--- src/rtl/adport_pkg.sv ---
package adport_pkg;
    localparam int PORT_W = 8;
    localparam logic [PORT_W-1:0] LATCH_RST = '1;

    typedef enum logic [1:0] {
        SRC_LO_PIN = 2'd0,
        SRC_LO_LAT = 2'd1,
        SRC_HI_PIN = 2'd2,
        SRC_HI_LAT = 2'd3
    } rd_src_e;

    typedef struct packed {
        logic [PORT_W-1:0] pull_dn;
        logic [PORT_W-1:0] push_up;
    } pad_drv_t;

    // per-pin driver decision: open-drain from latch, or push-pull from bus
    function automatic logic [1:0] pin_drive(input logic ext_sel, input logic lat_bit,
                                             input logic bus_bit);
        logic [1:0] r; // {pull_dn, push_up}
        if (ext_sel) r = {~bus_bit, bus_bit};
        else         r = {~lat_bit, 1'b0};
        return r;
    endfunction
endpackage

--- src/rtl/adport_latch.sv ---
module adport_latch
    import adport_pkg::*;
#(
    parameter int W = PORT_W,
    parameter logic [W-1:0] RST_VAL = '1
) (
    input  logic         clk,
    input  logic         rst,
    input  logic         set_all,
    input  logic         wr_en,
    input  logic [W-1:0] wr_data,
    output logic [W-1:0] q
);
    always_ff @(posedge clk) begin
        if (rst)          q <= RST_VAL;
        else if (set_all) q <= '1;
        else if (wr_en)   q <= wr_data;
    end
endmodule

--- src/rtl/adport_drv.sv ---
module adport_drv
    import adport_pkg::*;
(
    input  logic              ext_sel,
    input  logic [PORT_W-1:0] lat,
    input  logic [PORT_W-1:0] bus,
    output pad_drv_t          drv
);
    for (genvar i = 0; i < PORT_W; i++) begin : g_pin
        logic [1:0] d;
        always_comb d = pin_drive(ext_sel, lat[i], bus[i]);
        assign drv.pull_dn[i] = d[1];
        assign drv.push_up[i] = d[0];
    end
endmodule

--- src/rtl/adport_rdmux.sv ---
module adport_rdmux
    import adport_pkg::*;
(
    input  logic              en,
    input  logic [1:0]        src,
    input  logic [PORT_W-1:0] lo_pin,
    input  logic [PORT_W-1:0] lo_lat,
    input  logic [PORT_W-1:0] hi_pin,
    input  logic [PORT_W-1:0] hi_lat,
    output logic [PORT_W-1:0] dout
);
    rd_src_e sel;
    always_comb begin
        sel  = rd_src_e'(src);
        dout = '0;
        if (en) begin
            unique case (sel)
                SRC_LO_PIN: dout = lo_pin;
                SRC_LO_LAT: dout = lo_lat;
                SRC_HI_PIN: dout = hi_pin;
                SRC_HI_LAT: dout = hi_lat;
                default:    dout = '0;
            endcase
        end
    end
endmodule

--- src/rtl/adport_top.sv ---
module adport_top
    import adport_pkg::*;
(
    input  logic              clk,
    input  logic              rst,
    input  logic              ext_mode,
    input  logic              wr_lo,
    input  logic              wr_hi,
    input  logic [PORT_W-1:0] wr_data,
    input  logic [PORT_W-1:0] ad_lo,
    input  logic [PORT_W-1:0] addr_hi,
    input  logic [PORT_W-1:0] pin_lo_in,
    input  logic [PORT_W-1:0] pin_hi_in,
    input  logic              rd_en,
    input  logic [1:0]        rd_src,
    output logic [PORT_W-1:0] rd_data,
    output logic [PORT_W-1:0] lo_drv_low,
    output logic [PORT_W-1:0] lo_drv_high,
    output logic [PORT_W-1:0] hi_drv_low,
    output logic [PORT_W-1:0] hi_drv_high
);
    logic [PORT_W-1:0] lat_lo, lat_hi;
    pad_drv_t          drv_lo, drv_hi;

    // low latch: an external access loads all ones
    adport_latch #(.W(PORT_W), .RST_VAL(LATCH_RST)) u_lat_lo (
        .clk(clk), .rst(rst), .set_all(ext_mode), .wr_en(wr_lo),
        .wr_data(wr_data), .q(lat_lo)
    );

    // high latch: untouched by external accesses
    adport_latch #(.W(PORT_W), .RST_VAL(LATCH_RST)) u_lat_hi (
        .clk(clk), .rst(rst), .set_all(1'b0), .wr_en(wr_hi),
        .wr_data(wr_data), .q(lat_hi)
    );

    adport_drv u_drv_lo (.ext_sel(ext_mode), .lat(lat_lo), .bus(ad_lo),   .drv(drv_lo));
    adport_drv u_drv_hi (.ext_sel(ext_mode), .lat(lat_hi), .bus(addr_hi), .drv(drv_hi));

    adport_rdmux u_rd (
        .en(rd_en), .src(rd_src),
        .lo_pin(pin_lo_in), .lo_lat(lat_lo),
        .hi_pin(pin_hi_in), .hi_lat(lat_hi),
        .dout(rd_data)
    );

    assign lo_drv_low  = drv_lo.pull_dn;
    assign lo_drv_high = drv_lo.push_up;
    assign hi_drv_low  = drv_hi.pull_dn;
    assign hi_drv_high = drv_hi.push_up;
endmodule

--- config.mk ---
export PLATFORM = sky130hd
export DESIGN_NAME = adport_top
export DESIGN_NICKNAME = d
export VERILOG_FILES = /design/src/rtl/adport_pkg.sv /design/src/rtl/adport_latch.sv /design/src/rtl/adport_drv.sv /design/src/rtl/adport_rdmux.sv /design/src/rtl/adport_top.sv
export SDC_FILE = /design/constraint.sdc
export NUM_CORES = 1
export LEC_CHECK = 0
export CORE_MARGIN = 3
export CORE_UTILIZATION = 30
export DETAILED_ROUTE_END_ITERATION = 8
export GPL_TIMING_DRIVEN = 1
export PLACE_DENSITY = 0.84
export SLEW_MARGIN = 20
export SYNTH_ARGS = -nofsm -noshare
export SYNTH_HDL_FRONTEND = slang
export SYNTH_SLANG_ARGS = --single-unit
--- constraint.sdc ---
create_clock -name clk -period 1.75 [get_ports clk]
set_input_delay 0.2625 -clock clk [delete_from_list [all_inputs] [get_ports clk]]
set_output_delay 0.2625 -clock clk [all_outputs]
set_load 0.03 [all_outputs]
Yosys cells after proc, flatten, opt, wreduce, memory -nomap -nowiden:

Cells that the tools add are included.

* equal/unequal tests: 3
* muxes and demuxes: 18
* bitwise gates (word level): 32
* reduce and logical (&&, ||, !) cells: 2

Operators by type and width (number)
* $mux W2: 16
* $not A1 Y1: 32
* $pmux W8 S4: 1
* $mux W8: 1
* $eq A2 B2 Y1 const B: 2
* $eq A2 B1 Y1 const B: 1
* $logic_not A2 Y1: 1
* $reduce_or A2 Y1: 1

* register bits after elaboration: 16
* input port bits: 48
* output and inout bits: 40
* word-level logic and storage cells: 57

Depth between registers and ports, before layout:

Gate-level depths: netlist (run 1).

* word-level depth: 3
* mapped depth: 4
* gate-level depth less buffers: 2

Cells and area by module:

Synthesis (run 1) repeated with hierarchy kept, for this count alone.

* cells, all modules: 118
* area total of the unflattened synthesis: 1167.4 µm²

By module, submodules not included
* adport_latch: instances 2, cells an instance 26, area an instance 287.8 µm², sequential area each 160.2 µm²
* adport_drv: instances 2, cells an instance 18, area an instance 166.4 µm², sequential area each 0.0 µm²
* adport_rdmux: instances 1, cells an instance 29, area an instance 255.2 µm², sequential area each 0.0 µm²
* adport_top: instances 1, cells an instance 1, area an instance 3.8 µm², sequential area each 0.0 µm²

Least setup slack after synthesis (run 1):

Ideal clock, no wire load.

* path kind: input -> output
* start point: in ext_mode
* end point: out hi_drv_low[0]
* arrival time: 1166 ps
* setup slack: 322 ps
* stages: 3
* path through: clkbuf_2 -> and2_1 -> a21oi_1

* cells in the longest elaborated chain, start to end: 1

RTL lines
* start, declared: line adport_top.sv:6 `input logic ext_mode,`
* $mux W2: line adport_pkg.sv:21 `if (ext_sel) r = {~bus_bit, bus_bit};`
* end, declared: line adport_top.sv:19 `output logic [PORT_W-1:0] hi_drv_low,`

No other way between the ends.

Worst setup path in the final report (run 1):

* start point: in rd_src[1]
* end point: out rd_data[3]

* cells in the longest elaborated chain, start to end: 3
* elaborated cells between the ends (all ways): 6
* those cells by class: eq/ne (3); mux (2); reduce/logical (1)

RTL lines
* start, declared: line adport_top.sv:15 `input logic [1:0] rd_src,`
* $eq A2 B2 Y1 (tied with other cells): line adport_rdmux.sv:17 `unique case (sel)`
* $pmux W8 S4 (*): line adport_rdmux.sv:17
* $mux W8 (*): line adport_rdmux.sv:16 `if (en) begin`
* end, declared: line adport_top.sv:16 `output logic [PORT_W-1:0] rd_data,`

Mark *: on every way between the ends. The rest lies on a longest branch, timed or not.

==> qor.json, run 1 <==
{
  "viasPerCell": {"value": 4.88},
  "final.period_utilization": {"value": 96.4, "unit": "%"},
  "floorplan.initialDensity": {"value": 32.6, "unit": "%"},
  "finish.cell_count_without_fillers": {"value": 248},
  "syn_nets": {"value": 164},
  "worst_path_dominant_cell_family": {"value": "buffers and inverters"},
  "worst_skew_pair.late_latency": {"value": 0.27, "unit": "ns"},
  "hold_path.class": {"value": "flip-flop to flip-flop"},
  "grt.overflow.total": {"value": 0},
  "synthesis.yosys.warnings": {"value": 0},
  "num-fill-cells": {"value": 288},
  "placement_rows": {"value": 20},
  "drcViolationCount": {"value": 0},
  "n_antenna_cell": {"value": 0},
  "slew_violations": {"value": 0},
  "clk_transition_reported_paths": {"value": 0.08, "unit": "ns"},
  "post_cts_resized": {"value": 0},
  "crit_path_max_incr_delay": {"value": 0.41, "unit": "ns"},
  "outcome": {"value": "complete, no violations"},
  "syn-instance-count": {"value": 116},
  "cts.path.max_buffers": {"value": 2},
  "htreeDepth": {"value": 1},
  "routabilityCongestion": {"value": 0.842},
  "cts.repair_timing.setup_buffer_count": {"value": 0},
  "final-setup-viol-count": {"value": 0},
  "die_area": {"value": 0.00419, "unit": "mm²"},
  "endpoint_kind_of_the_worst_setup_timing_path": {"value": "output port"},
  "clock_skew": {"value": 0, "unit": "ns"},
  "synth.avg_cell_area": {"value": 8.93, "unit": "µm²"},
  "worst_slew_margin_relative_to_its_limit": {"value": 67.5, "unit": "%"},
  "post_synth_num_cell_types": {"value": 17},
  "synth_area": {"value": 0.00104, "unit": "mm²"},
  "max_capacitance_violation_total": {"value": 0},
  "irDropWorstVdd": {"value": 0.373, "unit": "mV"},
  "die_h": {"value": 64.8, "unit": "µm"},
  "grt_pass1_wl": {"value": 6.15, "unit": "mm"},
  "vias": {"value": 1210},
  "grt_pass1_vias": {"value": 1277},
  "dr.first_iter.drc_count": {"value": 57},
  "fp.coreArea": {"value": 0.00318, "unit": "mm²"},
  "final_cell_mix": {"value": "sky130_fd_sc_hd__clkdlybuf4s50_1, sky130_fd_sc_hd__buf_4, sky130_fd_sc_hd__mux2i_1"},
  "cts_tree": {"value": "yes"},
  "synth_seq_cells": {"value": 16},
  "tritoncts.num_buffers": {"value": 3},
  "crit_path_top_delay_cell": {"value": "sky130_fd_sc_hd__clkdlybuf4s50_1"},
  "final_layout_size_suffix_gt1_share": {"value": 27.0, "unit": "%"},
  "critical_path_arrival": {"value": 1.42, "unit": "ns"},
  "totalNegativeSetupSlack": {"value": 0, "unit": "ns"},
  "max_freq": {"value": 0.593, "unit": "GHz"},
  "worst_ep_required_time": {"value": 1.49, "unit": "ns"},
  "place_hpwl": {"value": 3.26, "unit": "mm"},
  "antenna_found_initial": {"value": 0},
  "worstSetupStartpointType": {"value": "input port"},
  "wire_per_inst": {"value": 16.2, "unit": "µm"},
  "worst-setup-path-type": {"value": "input port to output port"},
  "cts_hold_buffers": {"value": 0},
  "wirelength": {"value": 4.01, "unit": "mm"},
  "timing_hold_violations_final": {"value": 0},
  "mostFrequentLayoutCell": {"value": "sky130_fd_sc_hd__clkdlybuf4s50_1"},
  "input_output_buffers": {"value": 87},
  "powerDensity": {"value": 583, "unit": "mW/mm²"},
  "critPathBufInv": {"value": 2},
  "ys_seq_area_share": {"value": 30.9, "unit": "%"},
  "cts_root_buf": {"value": "sky130_fd_sc_hd__clkbuf_4"},
  "p_leak": {"value": 0.877, "unit": "nW"},
  "track_usage": {"value": 18.5, "unit": "%"},
  "io_pins": {"value": 88},
  "finalNetCount": {"value": 254},
  "tightestPinTransition": {"value": 0.486, "unit": "ns"},
  "dp_cells": {"value": 244},
  "rsz_0062_raised_after_global_routing": {"value": "false"},
  "grt_start_max_net_pins": {"value": 17},
  "hold_slack": {"value": 0.546, "unit": "ns"},
  "fin_crit": {"value": 1.69, "unit": "ns"},
  "crit_chain": {"value": "clkdlybuf4s50_1 -> nand2b_1 -> o22ai_1 -> buf_4"},
  "antenna_left": {"value": 0},
  "area_growth_syn_to_layout": {"value": 84.1, "unit": "%"},
  "finalPower": {"value": 1.11, "unit": "mW"},
  "cp_max_fanout": {"value": 8},
  "drt_pre_antenna_iters": {"value": 4},
  "dieWidth": {"value": 64.8, "unit": "µm"},
  "clock_sinks": {"value": 16}
}
## cells in the mapped netlist
| master | number | share of area [%] |
|---|---|---|
| sky130_fd_sc_hd__a211o_1 | 8 | 6.8 |
| sky130_fd_sc_hd__a21oi_1 | 16 | 7.7 |
| sky130_fd_sc_hd__and2_1 | 16 | 9.7 |
| sky130_fd_sc_hd__buf_1 | 1 | 0.36 |
| sky130_fd_sc_hd__buf_12 | 1 | 1.9 |
| sky130_fd_sc_hd__buf_2 | 2 | 0.97 |
| sky130_fd_sc_hd__buf_6 | 3 | 3.3 |
| sky130_fd_sc_hd__clkbuf_2 | 1 | 0.48 |
| sky130_fd_sc_hd__dfxtp_1 | 16 | 31 |
| sky130_fd_sc_hd__inv_2 | 1 | 0.36 |
| sky130_fd_sc_hd__mux2i_1 | 24 | 23 |
| sky130_fd_sc_hd__nand2_1 | 9 | 3.3 |
| sky130_fd_sc_hd__nand2b_1 | 1 | 0.60 |
| sky130_fd_sc_hd__nor2_1 | 1 | 0.36 |
| sky130_fd_sc_hd__nor2b_1 | 6 | 3.6 |
| sky130_fd_sc_hd__nor2b_2 | 2 | 1.7 |
| sky130_fd_sc_hd__o22ai_1 | 8 | 4.8 |
## layer usage
metal / routed length (µm) / up-vias / GRT usage (%)
met5: 0 / - / 0
met4: 18 / 0 / 3.96
met3: 309 / 4 / 3.64
met2: 2090 / 59 / 33.8
met1: 1590 / 555 / 22.2
li1: - / 592 / -
## cell families (layout without fill, tap and decap cells)
kind of cell / after synthesis / after routing / share of synthesized area, %
mux: 24 / 24 / 23.2
simple gates: 35 / 35 / 19.2
buf+inv: 9 / 97 / 7.37
flops: 16 / 16 / 30.9
compound gates: 32 / 32 / 19.3
## registers in the layout, indices dropped and copies added (netlist names)
register,count
u_lat_hi.q,8
u_lat_lo.q,8
## cell type report
class | instances | area (µm²) | share of cell area (%)
inverters | 1 | 3.75 | 0.197
well taps | 44 | 55.1 | 2.89
repair buffers | 93 | 855 | 44.8
multi-input cells | 91 | 651 | 34.1
clock buffers | 3 | 22.5 | 1.18
flip-flops and latches | 16 | 320 | 16.8
## metrics by stage
| stage | utilization (%) | instance area (µm²) | setup slack (ns) |
|---|---|---|---|
| final | 60.0 | 1910 | 0.0638 |
| after global routing | 60.0 | 1910 | 0.00279 |
| after CTS | 58.6 | 1860 | 0.0160 |
| after detailed placement | 57.9 | 1840 | 0.0139 |
| after global placement | 57.9 | 1840 | 0.0692 |
| after floorplan | - | 1040 | 0.322 |
## power by group
group / leakage [nW] / switching [mW] / internal, mW
Clock: 0.0138 / 0.104 / 0.0796
Sequential: 0.132 / 0.0204 / 0.383
Combinational: 0.731 / 0.266 / 0.258
## worst paths after layout
kind                                     from            end  slack (ns)  cells past startpoint
worst max-delay path                rd_src[1]     rd_data[3]        0.06                      4
worst min register to register  u_lat_lo.q[6]  u_lat_lo.q[6]        0.55                      2
worst min-delay path            u_lat_lo.q[6]  u_lat_lo.q[6]        0.55                      2
worst max register to register  u_lat_hi.q[3]  u_lat_hi.q[3]        0.91                      2
## worst reg2reg max path, cell delays in order (launching register included)
cell and delay (ns):
sky130_fd_sc_hd__dfxtp_1 0.36, sky130_fd_sc_hd__nor2b_2 0.16, sky130_fd_sc_hd__a211o_1 0.22
(Power assumes the default switching activity.)
==> inputs of run 2 (changes only) <==
REMOVE_ABC_BUFFERS = 1   (was default)
==> qor.json, run 2 (synthesis gave the netlist of run 1 again) <==
{
  "dp_cells": {"value": 247},
  "dieWidth": {"value": 64.8, "unit": "µm"},
  "cp_max_fanout": {"value": 8},
  "finalNetCount": {"value": 257},
  "grt.overflow.total": {"value": 0},
  "cts.path.max_buffers": {"value": 2},
  "max_freq": {"value": 0.598, "unit": "GHz"},
  "worst-setup-path-type": {"value": "input port to output port"},
  "critical_path_arrival": {"value": 1.41, "unit": "ns"},
  "wirelength": {"value": 3.81, "unit": "mm"},
  "met2WireLength": {"value": 1.99, "unit": "mm"},
  "worst_ep_required_time": {"value": 1.49, "unit": "ns"},
  "dr.first_iter.drc_count": {"value": 42},
  "final.period_utilization": {"value": 95.6, "unit": "%"},
  "placement_rows": {"value": 20},
  "cts_root_buf": {"value": "sky130_fd_sc_hd__clkbuf_4"},
  "cts_hold_buffers": {"value": 0},
  "antenna_found_initial": {"value": 0},
  "vias": {"value": 1213},
  "seqCellArea": {"value": 320, "unit": "µm²"},
  "layout.core_utilization": {"value": 60.7, "unit": "%"},
  "fp.coreArea": {"value": 0.00318, "unit": "mm²"},
  "postPlaceCellArea": {"value": 0.00186, "unit": "mm²"},
  "finish.cell_count_without_fillers": {"value": 252},
  "mostFrequentLayoutCell": {"value": "sky130_fd_sc_hd__buf_4"},
  "rsz_0062_raised_after_global_routing": {"value": "false"},
  "cts.repair_timing.setup_buffer_count": {"value": 0},
  "timing_hold_violations_final": {"value": 0},
  "drt_pre_antenna_iters": {"value": 4},
  "clk_transition_reported_paths": {"value": 0.10, "unit": "ns"},
  "clock_sinks": {"value": 16},
  "p_leak": {"value": 0.897, "unit": "nW"},
  "finalPower": {"value": 1.17, "unit": "mW"},
  "n_antenna_cell": {"value": 0},
  "multi_input_area": {"value": 644, "unit": "µm²"},
  "tritoncts.num_buffers": {"value": 3},
  "routedLengthMet1": {"value": 1.52, "unit": "mm"},
  "outcome": {"value": "complete, no violations"},
  "post_layout_inst_area": {"value": 0.00193, "unit": "mm²"},
  "grt_start_max_net_pins": {"value": 17},
  "highest_layer": {"value": "met4"},
  "worstSetupStartpointType": {"value": "input port"},
  "hold_path_depth": {"value": 2},
  "input_output_buffers": {"value": 87},
  "worst_slew_margin_relative_to_its_limit": {"value": 80.7, "unit": "%"},
  "floorplan.initialDensity": {"value": 32.6, "unit": "%"},
  "final_cell_mix": {"value": "sky130_fd_sc_hd__buf_4, sky130_fd_sc_hd__clkdlybuf4s50_1, sky130_fd_sc_hd__mux2i_1"},
  "io_pins": {"value": 88},
  "grt_pass1_wl": {"value": 5.87, "unit": "mm"},
  "grt_pass1_vias": {"value": 1232},
  "cts_tree": {"value": "yes"},
  "place_hpwl": {"value": 2.89, "unit": "mm"},
  "wire_per_inst": {"value": 15.1, "unit": "µm"},
  "powerDensity": {"value": 609, "unit": "mW/mm²"},
  "htreeDepth": {"value": 1},
  "reg2reg_depth": {"value": 2},
  "viasPerCell": {"value": 4.81},
  "irDropWorstVdd": {"value": 0.293, "unit": "mV"},
  "totalNegativeSetupSlack": {"value": 0, "unit": "ns"},
  "fin_crit": {"value": 1.67, "unit": "ns"},
  "slew_violations": {"value": 0},
  "die_area": {"value": 0.00419, "unit": "mm²"},
  "clock_skew": {"value": 0, "unit": "ns"},
  "tightestPinTransition": {"value": 0.288, "unit": "ns"},
  "final-setup-viol-count": {"value": 0},
  "max_capacitance_violation_total": {"value": 0},
  "routabilityCongestion": {"value": 0.750},
  "biggestRegsByFlops": {"value": "u_lat_hi.q (8), u_lat_lo.q (8)"},
  "endpoint_kind_of_the_worst_setup_timing_path": {"value": "output port"},
  "area_growth_syn_to_layout": {"value": 86.2, "unit": "%"},
  "wl_met3": {"value": 287, "unit": "µm"},
  "die_h": {"value": 64.8, "unit": "µm"},
  "hold_path.class": {"value": "flip-flop to flip-flop"},
  "worst_skew_pair.late_latency": {"value": 0.28, "unit": "ns"},
  "drcViolationCount": {"value": 0},
  "final_layout_size_suffix_gt1_share": {"value": 27.9, "unit": "%"},
  "track_usage": {"value": 17.7, "unit": "%"},
  "antenna_left": {"value": 0},
  "num-fill-cells": {"value": 280}
}
==> run 2: cell types whose count changed in the layout (fill, tap and decap cells not counted), sizes merged <==
cell          previous run  this run
buf                     45        48
dlymetal6s2s             2         1
dlygate4sd2              0         1
clkbuf                   4         5
==> run 2: per-stage QoR <==
| step | setup WS [ns] | hold slack, ns |
|---|---|---|
| after floorplan | 0.443 | 0.361 |
| after global placement | 0.0468 | 0.486 |
| after detailed placement | 0.00647 | 0.493 |
| after CTS | 0.0102 | 0.524 |
| after global routing | 0.00411 | 0.558 |
| final | 0.0774 | 0.525 |
==> run 2: cell type report <==
class / instances / area share (%)
timing repair buffer: 96 / 45.1
multi-input combinational: 91 / 33.4
sequential: 16 / 16.6
tap: 44 / 2.85
clock buffer: 4 / 1.88
inverter: 1 / 0.195
==> run 2: worst max-delay path: stages <==
cell,delay (ns)
sky130_fd_sc_hd__clkdlybuf4s50_1,0.44
sky130_fd_sc_hd__nand2b_2,0.29
sky130_fd_sc_hd__o22ai_1,0.22
sky130_fd_sc_hd__buf_4,0.19
==> run 2: metal layers <==
metal / global-route usage (%) / vias up
met5: 0 / -
met4: 3.96 / 0
met3: 3.81 / 2
met2: 33.0 / 52
met1: 20.5 / 561
li1: - / 598
==> run 2: path summary, 6_finish.rpt <==
check | start | end | slack [ns]
min | u_lat_lo.q[5] | u_lat_lo.q[5] | 0.52
max | rd_src[1] | rd_data[7] | 0.08
min reg2reg | u_lat_lo.q[5] | u_lat_lo.q[5] | 0.52
max reg2reg | u_lat_hi.q[3] | u_lat_hi.q[3] | 0.94
==> run 2: power breakdown <==
group          switching [mW]  leakage (nW)  internal, mW
Combinational           0.268         0.743         0.259
Clock                   0.124        0.0210         0.127
Sequential             0.0143         0.132         0.383
Total                   0.406         0.897         0.768
==> run 2: repair_timing <==
item,4_1_cts,5_1_grt
gates resized for setup,1,3
endpoints found under the setup margin,1,6
cloned,0,1
==> inputs of run 3 (changes only) <==
CAP_MARGIN = 30   (was default)
==> results of run 3 <==
No change in the layout: final DEF, timing and power equal those of run 2.
